**src/rtl/async_rx_pkg.sv**
```systemverilog
package async_rx_pkg;

  typedef enum logic [2:0] {
    ST_IDLE,
    ST_START,
    ST_DATA,
    ST_PARITY,
    ST_STOP1,
    ST_STOP2
  } rx_state_t;

  typedef struct packed {
    logic par_en;
    logic par_odd;
    logic two_stop;
  } frame_cfg_t;

  localparam int FLAG_BYTE   = 0;
  localparam int FLAG_PARITY = 1;
  localparam int FLAG_FRAME  = 2;
  localparam int NUM_FLAGS   = 3;

endpackage

```
**src/rtl/rx_line_sync.sv**
```systemverilog
module rx_line_sync #(
  parameter int   STAGES  = 2,
  parameter logic RST_VAL = 1'b1
) (
  input  logic clk,
  input  logic rst_n,
  input  logic d,
  output logic q
);
  logic [STAGES-1:0] chain;

  always_ff @(posedge clk or negedge rst_n) begin
    if (!rst_n) chain <= {STAGES{RST_VAL}};
    else        chain <= {chain[STAGES-2:0], d};
  end

  assign q = chain[STAGES-1];
endmodule

```
**src/rtl/rx_deframer.sv**
```systemverilog
module rx_deframer
  import async_rx_pkg::*;
#(
  parameter int OSR    = 16,
  parameter int DATA_W = 8
) (
  input  logic              clk,
  input  logic              rst_n,
  input  logic              run,
  input  logic              tick,
  input  logic              rx_s,
  input  frame_cfg_t        cfg_in,
  output logic              busy,
  output logic              evt_byte,
  output logic              evt_perr,
  output logic              evt_ferr,
  output logic [DATA_W-1:0] byte_out
);
  localparam int CNT_W  = $clog2(OSR);
  localparam int HALF   = OSR / 2;
  localparam int BIDX_W = (DATA_W > 1) ? $clog2(DATA_W) : 1;

  rx_state_t         state;
  frame_cfg_t        cfg;
  logic [CNT_W-1:0]  cnt;
  logic [BIDX_W-1:0] bidx;
  logic [DATA_W-1:0] shreg;
  logic              pbit;
  logic              prev;
  logic              fall;
  logic              mid_full;
  logic              mid_half;
  logic              par_bad;

  assign fall     = prev & ~rx_s;
  assign mid_full = tick && (cnt == CNT_W'(OSR - 1));
  assign mid_half = tick && (cnt == CNT_W'(HALF - 1));
  assign par_bad  = cfg.par_en && ((^shreg) ^ pbit ^ cfg.par_odd);
  assign busy     = (state != ST_IDLE);
  assign byte_out = shreg;

  always_comb begin
    evt_byte = 1'b0;
    evt_perr = 1'b0;
    evt_ferr = 1'b0;
    if (run && mid_full) begin
      if (state == ST_STOP1) begin
        evt_byte = rx_s;
        evt_ferr = ~rx_s;
        evt_perr = par_bad;
      end else if (state == ST_STOP2) begin
        evt_ferr = ~rx_s;
      end
    end
  end

  always_ff @(posedge clk or negedge rst_n) begin
    if (!rst_n) begin
      state <= ST_IDLE;
      cfg   <= '0;
      cnt   <= '0;
      bidx  <= '0;
      shreg <= '0;
      pbit  <= 1'b0;
      prev  <= 1'b1;
    end else begin
      prev <= rx_s;
      if (!run) begin
        state <= ST_IDLE;
      end else begin
        case (state)
          ST_IDLE: begin
            if (fall) begin
              state <= ST_START;
              cnt   <= '0;
              cfg   <= cfg_in;
            end
          end
          ST_START: begin
            if (mid_half) begin
              cnt  <= '0;
              bidx <= '0;
              state <= rx_s ? ST_IDLE : ST_DATA;
            end else if (tick) begin
              cnt <= cnt + CNT_W'(1);
            end
          end
          ST_DATA: begin
            if (mid_full) begin
              cnt   <= '0;
              shreg <= {rx_s, shreg[DATA_W-1:1]};
              bidx  <= bidx + BIDX_W'(1);
              if (bidx == BIDX_W'(DATA_W - 1))
                state <= cfg.par_en ? ST_PARITY : ST_STOP1;
            end else if (tick) begin
              cnt <= cnt + CNT_W'(1);
            end
          end
          ST_PARITY: begin
            if (mid_full) begin
              cnt   <= '0;
              pbit  <= rx_s;
              state <= ST_STOP1;
            end else if (tick) begin
              cnt <= cnt + CNT_W'(1);
            end
          end
          ST_STOP1: begin
            if (mid_full) begin
              cnt   <= '0;
              state <= (rx_s && cfg.two_stop) ? ST_STOP2 : ST_IDLE;
            end else if (tick) begin
              cnt <= cnt + CNT_W'(1);
            end
          end
          ST_STOP2: begin
            if (mid_full) begin
              cnt   <= '0;
              state <= ST_IDLE;
            end else if (tick) begin
              cnt <= cnt + CNT_W'(1);
            end
          end
          default: state <= ST_IDLE;
        endcase
      end
    end
  end
endmodule

```
**src/rtl/rx_status_regs.sv**
```systemverilog
module rx_status_regs
  import async_rx_pkg::*;
#(
  parameter int DATA_W = 8
) (
  input  logic                 clk,
  input  logic                 rst_n,
  input  logic [NUM_FLAGS-1:0] set_vec,
  input  logic [DATA_W-1:0]    byte_in,
  input  logic                 wr,
  input  logic [NUM_FLAGS-1:0] wmask,
  output logic [NUM_FLAGS-1:0] flags,
  output logic [DATA_W-1:0]    data_buf,
  output logic                 done_pulse
);
  for (genvar i = 0; i < NUM_FLAGS; i++) begin : g_flag
    always_ff @(posedge clk or negedge rst_n) begin
      if (!rst_n)          flags[i] <= 1'b0;
      else if (set_vec[i]) flags[i] <= 1'b1;
      else if (wr && !wmask[i]) flags[i] <= 1'b0;
    end
  end

  always_ff @(posedge clk or negedge rst_n) begin
    if (!rst_n) begin
      data_buf   <= '0;
      done_pulse <= 1'b0;
    end else begin
      done_pulse <= set_vec[FLAG_BYTE];
      if (set_vec[FLAG_BYTE]) data_buf <= byte_in;
    end
  end
endmodule

```
**src/rtl/async_rx_core.sv**
```systemverilog
module async_rx_core
  import async_rx_pkg::*;
#(
  parameter int OSR         = 16,
  parameter int DATA_W      = 8,
  parameter int SYNC_STAGES = 2
) (
  input  logic              clk,
  input  logic              rst_n,
  input  logic              rx_line,
  input  logic              os_tick,
  input  logic              mode_async,
  input  logic              rx_enable,
  input  logic              par_en,
  input  logic              par_odd,
  input  logic              two_stop,
  input  logic              stat_wr,
  input  logic [2:0]        stat_wdata,
  output logic [DATA_W-1:0] rx_data,
  output logic              flag_byte,
  output logic              flag_parity,
  output logic              flag_frame,
  output logic              rx_active,
  output logic              rx_done
);
  logic                 rx_s;
  logic                 run;
  frame_cfg_t           cfg_now;
  logic                 ev_byte, ev_perr, ev_ferr;
  logic [DATA_W-1:0]    shifted;
  logic [NUM_FLAGS-1:0] set_vec;
  logic [NUM_FLAGS-1:0] flags;

  assign run     = mode_async & rx_enable;
  assign cfg_now = '{par_en: par_en, par_odd: par_odd, two_stop: two_stop};

  rx_line_sync #(.STAGES(SYNC_STAGES), .RST_VAL(1'b1)) u_sync (
    .clk(clk), .rst_n(rst_n), .d(rx_line), .q(rx_s)
  );

  rx_deframer #(.OSR(OSR), .DATA_W(DATA_W)) u_defr (
    .clk(clk), .rst_n(rst_n), .run(run), .tick(os_tick), .rx_s(rx_s),
    .cfg_in(cfg_now), .busy(rx_active), .evt_byte(ev_byte),
    .evt_perr(ev_perr), .evt_ferr(ev_ferr), .byte_out(shifted)
  );

  always_comb begin
    set_vec              = '0;
    set_vec[FLAG_BYTE]   = ev_byte;
    set_vec[FLAG_PARITY] = ev_perr;
    set_vec[FLAG_FRAME]  = ev_ferr;
  end

  rx_status_regs #(.DATA_W(DATA_W)) u_stat (
    .clk(clk), .rst_n(rst_n), .set_vec(set_vec), .byte_in(shifted),
    .wr(stat_wr), .wmask(stat_wdata), .flags(flags),
    .data_buf(rx_data), .done_pulse(rx_done)
  );

  assign flag_byte   = flags[FLAG_BYTE];
  assign flag_parity = flags[FLAG_PARITY];
  assign flag_frame  = flags[FLAG_FRAME];
endmodule

```
**config.mk**
```make
export PLATFORM = sky130hd
export DESIGN_NAME = async_rx_core
export DESIGN_NICKNAME = d
export VERILOG_FILES = /design/src/rtl/async_rx_pkg.sv /design/src/rtl/rx_line_sync.sv /design/src/rtl/rx_deframer.sv /design/src/rtl/rx_status_regs.sv /design/src/rtl/async_rx_core.sv
export SDC_FILE = /design/constraint.sdc
export NUM_CORES = 1
export LEC_CHECK = 0
export BUFFER_PORTS_ARGS = -buffer_cell sky130_fd_sc_hd__buf_2
export CAP_MARGIN = 20
export CORE_ASPECT_RATIO = 0.6
export CORE_UTILIZATION = 51
export CTS_CLUSTER_SIZE = 25
export DETAILED_ROUTE_END_ITERATION = 16
export GPL_TIMING_DRIVEN = 0
export HOLD_SLACK_MARGIN = 0.08
export PLACE_DENSITY = 0.79
export SLEW_MARGIN = 20
export SYNTH_ARGS = -nofsm -noshare
export SYNTH_HDL_FRONTEND = slang
export SYNTH_HIERARCHICAL = 1
export SYNTH_SLANG_ARGS = --single-unit
```
**constraint.sdc**
```tcl
create_clock -name clk -period 1.9 [get_ports clk]
set_clock_uncertainty 0.1 [all_clocks]
set_input_delay 0.475 -clock clk [delete_from_list [all_inputs] [get_ports clk]]
set_output_delay 0.475 -clock clk [all_outputs]
set_load 0.02 [all_outputs]
```
======== After elaboration in Yosys (flattened, before gate mapping) ========
Cells that the tools add are included.
word-level totals
  register bits after elaboration ......... 37
cells by class
  equal/unequal tests ..................... 18
  add/subtract/negate cells ............... 2
  reductions and logical operators ........ 26
  bitwise gates (word level) .............. 5
  mux-type cells .......................... 33
operators with widths
  kind                                                             number
  3-bit 2-to-1 mux                                                 12
  3-bit != test, second input constant                             7
  3-bit case mux with 6 select lines                               1
  4-bit 2-to-1 mux                                                 4
  1-bit 2-to-1 mux                                                 13
  4-bit case mux with 3 select lines                               1
  3-bit AND reduction                                              4
  3-bit == test, second input constant                             3
  1-bit logical AND                                                8
  2-bit nonzero test                                               4
  8-bit XOR reduction                                              1
  7-bit AND reduction                                              1
  3-bit by 2-bit == test with 1-bit output, second input constant  2
  2-bit by 1-bit != test with 1-bit output, second input constant  3
  3-bit case mux with 2 select lines                               1
  3-bit nonzero test                                               2
  4-bit by 1-bit adder with 4-bit output, second input constant    1
  4-bit by 3-bit == test with 1-bit output, second input constant  1
  4-bit == test, second input constant                             1
  4-bit AND reduction                                              1
  4-bit OR reduction                                               1
  3-bit by 1-bit adder with 3-bit output, second input constant    1
  3-bit by 1-bit == test with 1-bit output, second input constant  1
  1-bit logical NOT                                                3
  5 further kinds                                                  7

======== Logic depth before layout (Yosys ltp) ========
  depth after elaboration ................. 7
  gate-level depth with buffers ........... 7

======== By module ========
Netlist, hierarchy kept.
by module, submodules not included
  module          cells an instance  seq. area each (um^2)  area an instance (um^2)  instances
  rx_deframer     123                576.8                  1296.2                   1
  rx_status_regs  27                 300.3                  474.2                    1
  rx_line_sync    2                  52.6                   52.6                     1
  async_rx_core   1                  0.0                    6.3                      1

======== Worst setup path before layout ========
Ideal clock, no wire load.
  kind .................................... input port to flip-flop
  start ................................... in mode_async
  end ..................................... reg u_defr.shreg[0], in the netlist u_defr/byte_out[0]
  path slack .............................. -0.029 ns
  arrival ................................. 1.704 ns
  buffers on the path ..................... 2
  stages on the path ...................... 7
  setup time .............................. 0.125 ns
  cell sequence ........................... and2_1 buf_2 nor2b_1 nand3_1 nor2_1 buf_4 mux2_2
on the way
  word-level cells in the longest chain between the ends .. 2
ends and longest elaborated chain
  item                                  RTL line             RTL
  start, declared                       async_rx_core.sv:12  input logic mode_async,
  1-bit bitwise AND                     async_rx_core.sv:34  assign run = mode_async & rx_enable;
  3-bit AND reduction (no source line)  --
  end signal, assigned                  rx_deframer.sv:91    shreg <= {rx_s, shreg[DATA_W-1:1]};
  end, declared                         rx_deframer.sv:27    logic [DATA_W-1:0] shreg;
Every way passes these cells.
A chain may end at the register's enable or synchronous reset.

======== Worst setup path after layout ========
  start ................................... reg u_defr.cnt[1]
  end ..................................... reg u_defr.state[0]
on the way
  word-level cells in the longest chain between the ends .. 4
  elaborated cells on any way between the ends .. 10
  those cells by class .................... eq/ne: 7; reduce/logical: 3
ends and longest elaborated chain
  item                                                                       RTL line                              RTL
  start, declared                                                            rx_deframer.sv:25                     logic [CNT_W-1:0] cnt;
  start signal, assigned                                                     rx_deframer.sv:85                     cnt <= cnt + CNT_W'(1);
  start signal, assigned                                                     rx_deframer.sv:96                     cnt <= cnt + CNT_W'(1);
  start signal, assigned                                                     rx_deframer.sv:105                    cnt <= cnt + CNT_W'(1);
  4-bit == test or 4-bit by 3-bit == test with 1-bit output (tied branches)  rx_deframer.sv:36, rx_deframer.sv:37
  1-bit logical AND, on equally long branches                                rx_deframer.sv:36, rx_deframer.sv:37
  3-bit != test (no source line)                                             --
  7-bit AND reduction (no source line) *                                     --
  end signal, assigned                                                       rx_deframer.sv:83                     state <= rx_s ? ST_IDLE : ST_DATA;
  end signal, assigned                                                       rx_deframer.sv:94                     state <= cfg.par_en ? ST_PARITY : ST_STOP1;
  end signal, assigned                                                       rx_deframer.sv:111                    state <= (rx_s && cfg.two_stop) ? ST_STOP2 : ST_IDLE;
  end, declared                                                              rx_deframer.sv:23                     rx_state_t state;
Every way passes the cells marked *; elsewhere a longest branch is shown, timed or not.

==> metrics.md <==
| Metric | Value |
|---|---|
| Synth Register Bits | 37 |
| Max Cap Viol | 0 |
| Share of layout cells above drive strength 1 | a little under half |
| Vias | between 1000 and 1500 |
| R2R Path Start | u_defr/cnt[1] |
| Post-Route Utilization | around 67% |
| Worst-skew pair later-pin latency | between 0.2 and 0.3 ns |
| ANT nets after route | 0 |
| Final min period | roughly 2 ns |
| Final Hold Vio Count | 0 |
| Row Count | 16 |
| Area share of the largest cell type after synthesis | a little under half |
| Drt pass-1 iters | 4 |
| Power Dens Cells | roughly 670 mW/mm2 |
| DRC viols | 0 |
| Die ar. | 0.003838 mm2 |
| Reg2Reg Depth | 7 |
| Clk slew on worst S/H paths | ~0.080 ns |
| Area grow syn2layout | 22.64% |
| Drt wl/cell | about 17 um |
| Net Sw Power | roughly 370 uW |
| Synth area leader | dfrtp_1 |
| Slew margin rel. | between 40 and 50% |
| Critical Path RT | 2.00 ns |
| Largest net degree at the start of global routing | 38 |
| Final period utilization | 105.1% |
| Static leakage | 1.114 nW |
| CTS sink count | 37 |
| Critical Path AT | 2.10 ns |
| Syn Nets | about 170 |
| Chip Height | 48.39 um |
| RSZ-0062 raised after global routing | yes |
| Clock network power share | 35.0% |
| Top-level I/O count | 26 |
| # hold bufs at CTS | 0 |
| Fill cells | 234 |
| Clk buf depth | 2 |
| Most area-consuming cells after synthesis | dfrtp_1 (47%), mux2_2 (8.0%), mux2_4 (6.6%), dfstp_2 (4.3%), xnor2_1 (2.9%) |
| TritonCTS buffer count | 5 |
| DP HPWL | 2.439 mm |
| Hold Crit Class | in -> async |
| Failing checks | negative setup slack |
| CTS root buf | clkbuf_8 |
| Post-synthesis sequential area ratio | 50.82% |
| Syn Area/Cell | between 10 and 15 um2 |
| CP Capture Type | register |
| Placed Area | just over 0.002 mm2 |
| WL final | approximately 4 mm |
| Setup TNS | -0.1359 ns |
| Critical path startpoint | u_defr/cnt[1] |
| Primary FF master, synth | dfrtp_1 |
| Final setup vio count | 2 |
| Max-slew violations | 0 |
| Tot Pwr | 1.511 mW |
| Final WS setup | -0.09659 ns |
| Comb power frac | 9.6% |
| P_int | ~1.1 mW |
| Slew @ Worst Pin | around 0.80 ns |
| CTS HTree Levels | 2 |
| Number of global-route vias before repair | approximately 1300 |
| Switching part of the total power | approximately a quarter |
| Commonest cells after routing, fill and taps aside | dfrtp_1 (33), buf_2 (27), mux2_2 (13) |
| R2r setup slk | -0.1 ns |
| Port Buffers | 25 |
| Post-synth ARST share | between 90% and 100% |
| Most common cell after layout, fill and taps aside | dfrtp_1 |
| Post-route cell area | around 0.0022 mm2 |
| Die width | between 70 and 80 um |
| Grt ovf | 0 |
| Reg2reg end | u_defr/state[0] |
| Post-synthesis cell count | between 150 and 200 |
| Initial Util | 54.72% |
| Initial antenna violation count | 0 |
| Post-synth EDFFs | 0 |
| GRT Resource Usage Total | a little under a quarter |
| Iteration-0 DRC Markers | 201 |
| Fmax | roughly 500 MHz |
| CP max FO | 7 |
| Critical path type | reg -> reg |
| Peak VDD IR | around 0.00045 V |
| First-pass GRT wire length | 6.541 mm |
| DR vias/cell | 5.806 |
| Core area | approximately 0.0033 mm2 |
| Synth cell types | between 40 and 50 |
| Post-Syn Area | ~0.0018 mm2 |
| TritonCTS clock tree | built |
| Status | complete, but fails checks |
| Synth warnings | 6 |
| Startpoint types | register |
| Ant. Diodes | 0 |
| Final nets | about 210 |
| RD Place Congestion | approximately 0.9 |
| Seq pwr share | a little under three fifths |
-- cells by family after synthesis --
group	count (synthesis)	share of synthesized area, %
fa+ha+maj	3	2.052
simple gates	47	13.95
flops	37	50.82
mux	23	15.66
compound gates	25	9.713
buf+inv	10	3.215
xor+xnor	8	4.583
-- how the worst max path moves through the flow --
stage	depth (start not counted)	end	slack [ns]
final	7	u_defr/state[0]	-0.1
after global routing	7	u_defr/state[0]	-0.20
after CTS	7	u_defr/state[0]	0.006
after detailed placement	8	u_defr/byte_out[4]	-0.27
after global placement	8	u_defr/byte_out[2]	-0.24
after floorplan	6	u_defr/state[2]	0.0008
-- area by class of cell --
cell class,count,area [um2],area share (%)
Inverter,3,11.26,0.5020
Multi-Input combinational cell,106,902.1,40.21
Buffer,7,52.55,2.342
Clock inverter,2,10.01,0.4462
Tap cell,45,56.30,2.510
Sequential cell,37,930.9,41.49
Timing Repair Buffer,36,207.7,9.258
Clock buffer,6,72.57,3.235
-- per-stage QoR --
step                std cells  setup WS, ns  hold slack, ns
floorplan                 153     0.0007909         0.07941
global placement          223       -0.2447          0.2467
detailed placement        223       -0.2702          0.2546
CTS                       240      0.006343          0.1857
global route              242       -0.2041          0.1792
finish                    242      -0.09659          0.1652
-- cells in the mapped netlist (3+ instances only) --
library cell  instances
nand3_1               4
dfrtp_1              34
ha_1                  3
nand2_1              12
o211ai_1              5
a21oi_1               3
dfstp_2               3
a21o_1                4
inv_1                 3
o21ai_0               4
mux2_4                8
xnor2_1               6
nand4_1               3
and3_1                3
nor2_1                5
nand2b_1              7
mux2_2               13
-- critical path, stage by stage, from the launching register on --
cell,delay [ns]
dfrtp_1,0.39
ha_2,0.19
and4_4,0.19
buf_6,0.13
a21o_1,0.18
a222oi_1,0.29
buf_4,0.21
mux2i_2,0.21
-- power groups by stage --
stage                     Combinational, mW  Sequential [mW]  Clock [mW]
after floorplan                      0.0797            0.844           0
after global placement                0.119            0.849           0
after detailed placement              0.125            0.851           0
after CTS                             0.139            0.835       0.536
after global routing                  0.157            0.838       0.575
final                                 0.146            0.836       0.530
-- layer usage --
metal	routed length [um]	global-route usage, %
met1	1797	31.83
met2	1857	35.06
met3	312	5.283
met4	103	9.394
met5	0	0
-- registers in the layout, indices dropped and copies added (netlist names) --
signal,flops
u_defr/bidx,3
u_defr/byte_out,8
u_defr/cfg,3
u_defr/cnt,4
u_defr/pbit,1
u_defr/prev,1
u_defr/state,3
u_stat/data_buf,8
u_stat/done_pulse,1
u_stat/flags,3
u_sync/chain,2
-- timing repair --
action / 4_1_cts / 5_1_grt
resized for setup: 8 / 11
pin swaps: 5 / 4
buffers inserted: 8 / 2
endpoints found under the setup margin: 19 / 20
gates cloned: 1 / 0
Power figures use the tool's default switching activity.
